[config.mk]
export PLATFORM = sky130hd
export DESIGN_NAME = pulse_regen
export DESIGN_NICKNAME = d
export VERILOG_FILES = /design/src/rtl/pr_regen_pkg.sv /design/src/rtl/pr_trig_front.sv /design/src/rtl/pr_pulse_engine.sv /design/src/rtl/pulse_regen.sv
export SDC_FILE = /design/constraint.sdc
export NUM_CORES = 1
export LEC_CHECK = 0
export ABC_CLOCK_PERIOD_IN_PS = 4600
export BUFFER_PORTS_ARGS = -buffer_cell sky130_fd_sc_hd__clkbuf_2
export CELL_PAD_IN_SITES_DETAIL_PLACEMENT = 0
export CELL_PAD_IN_SITES_GLOBAL_PLACEMENT = 1
export CORE_MARGIN = 8
export CORE_UTILIZATION = 49
export CTS_CLUSTER_DIAMETER = 200
export DETAILED_ROUTE_END_ITERATION = 10
export PLACE_DENSITY_LB_ADDON = 0.1
export SYNTH_ARGS = -nofsm -noshare
export SYNTH_HDL_FRONTEND = slang
export SYNTH_SLANG_ARGS = --single-unit
[constraint.sdc]
create_clock -name clk_i -period 4.6 [get_ports clk_i]
set_input_delay 0.69 -clock clk_i [delete_from_list [all_inputs] [get_ports clk_i]]
set_output_delay 0.69 -clock clk_i [all_outputs]
set_load 0.05 [all_outputs]
[src/rtl/pr_regen_pkg.sv]
package pr_regen_pkg;

  // Registers between the filtered level and the edge detector, chosen so
  // that filtered latency is GF_LEN + 5 clock edges.
  localparam int unsigned PR_ALIGN_STAGES = 4;

  // Length of one guard window in clock cycles.
  function automatic int unsigned pr_period(int unsigned width, int unsigned div);
    return width * div;
  endfunction

  // True while a down-counting window is still in its high phase.
  function automatic logic pr_high_phase(int unsigned cnt, int unsigned period,
                                         int unsigned width);
    return (cnt + width) > period;
  endfunction

  // Edges from first high sample to visible output in filtered mode.
  function automatic int unsigned pr_filt_latency(int unsigned gf_len);
    return gf_len + 1 + PR_ALIGN_STAGES;
  endfunction

endpackage

[src/rtl/pr_trig_front.sv]
module pr_trig_front
  import pr_regen_pkg::*;
#(
  parameter int unsigned GF_LEN = 4
) (
  input  logic clk_i,
  input  logic rst_ni,
  input  logic bypass_i,
  input  logic trig_i,
  output logic src_lvl_o,
  output logic rise_o
);
  localparam int unsigned FCW = (GF_LEN < 2) ? 1 : $clog2(GF_LEN + 1);
  localparam int unsigned AS  = PR_ALIGN_STAGES;

  logic           sync1_q, sync2_q, filt_q, src_q;
  logic [FCW-1:0] fcnt_q;
  logic           aligned_w;

  // two-flop synchroniser and stability filter
  always_ff @(posedge clk_i or negedge rst_ni) begin
    if (!rst_ni) begin
      sync1_q <= 1'b0;
      sync2_q <= 1'b0;
      filt_q  <= 1'b0;
      fcnt_q  <= '0;
      src_q   <= 1'b0;
    end else begin
      sync1_q <= trig_i;
      sync2_q <= sync1_q;
      src_q   <= src_lvl_o;
      if (sync2_q == filt_q) begin
        fcnt_q <= '0;
      end else if (fcnt_q == FCW'(GF_LEN - 1)) begin
        filt_q <= sync2_q;
        fcnt_q <= '0;
      end else begin
        fcnt_q <= fcnt_q + 1'b1;
      end
    end
  end

  // alignment pipe after the filter
  for (genvar g = 0; g < AS; g++) begin : g_align
    logic stage_q;
    logic stage_d;
    if (g == 0) begin : g_head
      assign stage_d = filt_q;
    end else begin : g_tail
      assign stage_d = g_align[g-1].stage_q;
    end
    always_ff @(posedge clk_i or negedge rst_ni) begin
      if (!rst_ni) stage_q <= 1'b0;
      else         stage_q <= stage_d;
    end
  end

  assign aligned_w = g_align[AS-1].stage_q;
  assign src_lvl_o = bypass_i ? trig_i : aligned_w;
  assign rise_o    = src_lvl_o & ~src_q;

endmodule

[src/rtl/pr_pulse_engine.sv]
module pr_pulse_engine
  import pr_regen_pkg::*;
#(
  parameter int unsigned PWIDTH   = 24,
  parameter int unsigned DUTY_DIV = 5
) (
  input  logic clk_i,
  input  logic rst_ni,
  input  logic en_i,
  input  logic rise_i,
  output logic start_o,
  output logic busy_o,
  output logic hold_o,
  output logic err_o
);
  localparam int unsigned PERIOD = pr_period(PWIDTH, DUTY_DIV);
  localparam int unsigned CW     = $clog2(PERIOD + 1);

  logic [CW-1:0] pcnt_q;
  logic          err_q;
  logic          reject_w;

  assign busy_o   = (pcnt_q != '0);
  assign start_o  = rst_ni & en_i & rise_i & ~busy_o;
  assign reject_w = rst_ni & en_i & rise_i & busy_o;
  assign hold_o   = pr_high_phase(32'(pcnt_q), PERIOD, PWIDTH);
  assign err_o    = err_q;

  always_ff @(posedge clk_i or negedge rst_ni) begin
    if (!rst_ni) begin
      pcnt_q <= '0;
      err_q  <= 1'b0;
    end else begin
      err_q <= reject_w;
      if (start_o)     pcnt_q <= CW'(PERIOD - 1);
      else if (busy_o) pcnt_q <= pcnt_q - 1'b1;
    end
  end

endmodule

[src/rtl/pulse_regen.sv]
module pulse_regen
  import pr_regen_pkg::*;
#(
  parameter bit          FIXED_WIDTH = 1'b1,
  parameter int unsigned PWIDTH      = 24,
  parameter int unsigned DUTY_DIV    = 5,
  parameter int unsigned GF_LEN      = 4
) (
  input  logic clk_i,
  input  logic rst_ni,
  input  logic en_i,
  input  logic filt_en_ni,
  input  logic trig_i,
  output logic pulse_o,
  output logic err_o
);
  logic src_lvl_w, rise_w, start_w, busy_w, hold_w, shape_w;

  pr_trig_front #(.GF_LEN(GF_LEN)) u_front (
    .clk_i     (clk_i),
    .rst_ni    (rst_ni),
    .bypass_i  (filt_en_ni),
    .trig_i    (trig_i),
    .src_lvl_o (src_lvl_w),
    .rise_o    (rise_w)
  );

  pr_pulse_engine #(.PWIDTH(PWIDTH), .DUTY_DIV(DUTY_DIV)) u_engine (
    .clk_i   (clk_i),
    .rst_ni  (rst_ni),
    .en_i    (en_i),
    .rise_i  (rise_w),
    .start_o (start_w),
    .busy_o  (busy_w),
    .hold_o  (hold_w),
    .err_o   (err_o)
  );

  always_comb begin
    if (FIXED_WIDTH) shape_w = start_w | hold_w;
    else             shape_w = src_lvl_w;
  end

  assign pulse_o = rst_ni & en_i & shape_w;

endmodule

==> impl_metrics.csv <==
group,metric,value,unit
setup_path,max_stage_delay,440,ps
job,cap_violations,0,
final_layout,drive_gt1_share,20.5,%
synth,netlist_area,852,um^2
synth,syn_nets,77,
route,ant_nets,0,
setup_path,worst-path-buf-inv,2,
hold_path,hp-class,"input port to async pin",
synth,synth.mux.area_fraction,6.17,%
power,p_int,0.357,mW
setup_path,cp.required,3910,ps
power,p_per_area,609,nW/um^2
global_routing,grt_usage,9.86,%
timing,rsz0062_at_grt,"no",
cts,postCtsSetupRepairBufs,0,
floorplan,io-pin-count,7,
cts,htreeDepth,1,
synth,ys_warn_count,0,
synth,yosysMostFrequentCell,"dfrtp_1",
global_routing,grt_pass1_wl,2570,um
cts,post_cts_resized,0,
synth,ys_seq_area_share,55.8,%
timing,timing.slew.headroom,67.2,%
route,num_vias,542,
route,first_pass_iters,2,
global_routing,overflow,0,
route,vias_per_cell,5.71,
synth,synth_area_leaders,"dfrtp_1, ha_1, mux2i_1, a311oi_1, nor2b_1",
setup_path,crit_fanout,6,
timing,hold_viol,0,
setup_path,worstPathArrival,2050,ps
floorplan,chipHeight,57.7,um
setup_path,cp_slowest_cell,"dfrtp_1",
synth,synth_top_area_share,55.8,%
final_layout,final_nets,88,
power,seqPwrFrac,49.8,%
final_layout,n_antenna_cell,0,
floorplan,core_area,1690,um^2
final_layout,syn_to_final_growth,9.54,%
final_layout,design_area,933,um^2
synth,synthDistinctLibCells,27,
cts,cts_tree,"done",
cts,postCtsHoldBufs,0,
synth,synth.avg_cell_area,12.5,um^2
route,drt-initial-drc-count,6,
route,routedWlPerCell,14.9,um
synth,synthArstFlopShare,100,%
power,power,0.568,mW
cts,clock_latency,290,ps
synth,yosys.area_share.simple,16.2,%
setup_path,critPathLaunchType,"flop",
floorplan,die_w,57.7,um
final_layout,nFillCells,159,
power,combinationalPowerShare,35.3,%
setup_path,startpoint,"u_engine.pcnt_q[3]",
synth,ys.flop_type,"dfrtp_1",
cts,numClockSinks,19,
synth,synth-xor-area-share,1.03,%
global_routing,grt_pass1_vias,561,
place,place_hpwl,1070,um
route,postRouteWirelength,1410,um
setup_path,path_cells,"inv_1 > ha_1 > o32a_1 > o32ai_1 > clkbuf_2",
timing,fin_crit,2740,ps
setup_path,timing.rr.start,"u_engine.pcnt_q[0]",
cts,clk_pin_slew,110,ps
power,p_sw,0.211,mW
synth,synth_top_family_by_area,"simple AND/OR/NAND/NOR gates",
timing,fmax,365,MHz
cts,cts_root_buf,"clkbuf_4",
timing,fin_skew,2.14,ps
synth,synth_fa_ha_area_share,5.87,%
place,port_buffers,6,
setup_path,end_kind,"primary output",
cts,clockBufferDepth,2,
power,vdd_drop_max,0.276,mV
synth,synth_edf_count,0,
global_routing,grt_antenna_before_repair,0,
route,drcViolationCount,0,
timing,setup_tns,0,ps
cts,cts_buffers,3,
timing,tightest_slew,492,ps
power,sw_frac_of_total,37.2,%
outcome,status,"finished clean",
floorplan,initial_core_util,50.4,%
floorplan,die_area,3330,um^2
power,p_leak,0.422,nW
timing,finalCritPeriodShare,59.6,%
synth,ys_top_cells_by_count,"dfrtp_1, inv_1, ha_1, nor2b_1",
global_routing,grt_max_degree,22,
setup_path,criticalPathCategory,"flop to primary output",
floorplan,fp-row-count,15,
timing,setup_viol,0,
power,p_clk_share,15.0,%
place,dpl_cell_area,903,um^2
place,place_congestion,0.738,
synth,synth_compound_area_share,12.8,%
timing,drv_slew,0,
synth,ys_ff_latch,19,
synth,synth_largest_area_cell,"dfrtp_1",
synth,netlist_instances,68,
setup_path,cp_top_family,"compound AO/OA/AOI/OAI gates",
-- logic make-up (layout without fill, tap and decap cells) --
logic type / after synthesis / after routing
buf+inv: 5 / 15
xor+xnor: 1 / 1
simple gates: 21 / 21
compound gates: 13 / 13
fa+ha+maj: 4 / 4
mux: 5 / 5
flops: 19 / 19
-- path summary, 6_finish.rpt --
kind / end / slack (ps) / cells after the start
max: pulse_o / 1860 / 5
min: u_front.fcnt_q[0] / 340 / 1
max reg2reg: u_engine.pcnt_q[1] / 2770 / 5
min reg2reg: u_front.g_align[1].stage_q / 360 / 0
max in group asynchronous: u_front.g_align[1].stage_q / 3930 / 1
min in group clk_i: u_front.g_align[1].stage_q / 360 / 0
-- layout make-up --
cell class	instances	area, um^2	share of cell area [%]
clock buffer	3	22.5	2.41
clock inverter	1	7.51	0.804
inverter	5	18.8	2.01
multi-input combinational	44	358	38.3
sequential	19	475	50.9
tap	17	21.3	2.28
timing repair buffer	6	30.0	3.22
-- registers in the layout (all words and copies together), names as in the netlist --
signal                   flops
u_front.sync2_q              1
u_front.g_align.stage_q      3
u_front.aligned_w            1
u_front.src_q                1
u_front.sync1_q              1
u_engine.err_o               1
u_engine.pcnt_q              7
u_front.fcnt_q               3
u_front.filt_q               1
-- cell usage in the layout, fill, tap and decap left out, drive strengths merged, types with 3 or more instances in the layout --
master and instances:
nor3b 3, a311oi 3, dfrtp 19, nor2b 4, mux2i 3, ha 4, clkbuf 9, a211oi 4
inv 5
-- power by group through the flow --
stage | sequential [mW] | clock (mW) | combinational (mW)
after global placement | 0.286 | 0 | 0.199
final | 0.283 | 0.0850 | 0.200
after floorplan | 0.275 | 0 | 0.161
after CTS | 0.283 | 0.0892 | 0.203
after detailed placement | 0.286 | 0 | 0.202
after global routing | 0.294 | 0.0947 | 0.228
-- routing by layer --
metal	wire length [um]	GRT usage (%)
met4	15	4.20
met1	753	13.8
met3	75	3.09
met5	0	0
met2	568	13.5
-- worst reg2reg max path: stages, from the launching register on --
cell and delay (ps):
dfrtp_1 390, inv_1 110, ha_1 210, or4b_4 500
a211oi_4 340, mux2i_1 220
-- metrics by stage --
stage	hold slack [ps]	cells	utilization [%]	setup slack, ps
6_report	337	95	55.3	1860
5_1_grt	367	95	55.3	1760
4_1_cts	345	95	55.3	1830
3_5_place_dp	335	91	53.5	1910
3_3_place_gp	337	91	53.5	1950
2_1_floorplan	331	68	-	1590
(Power assumes the default switching activity.)
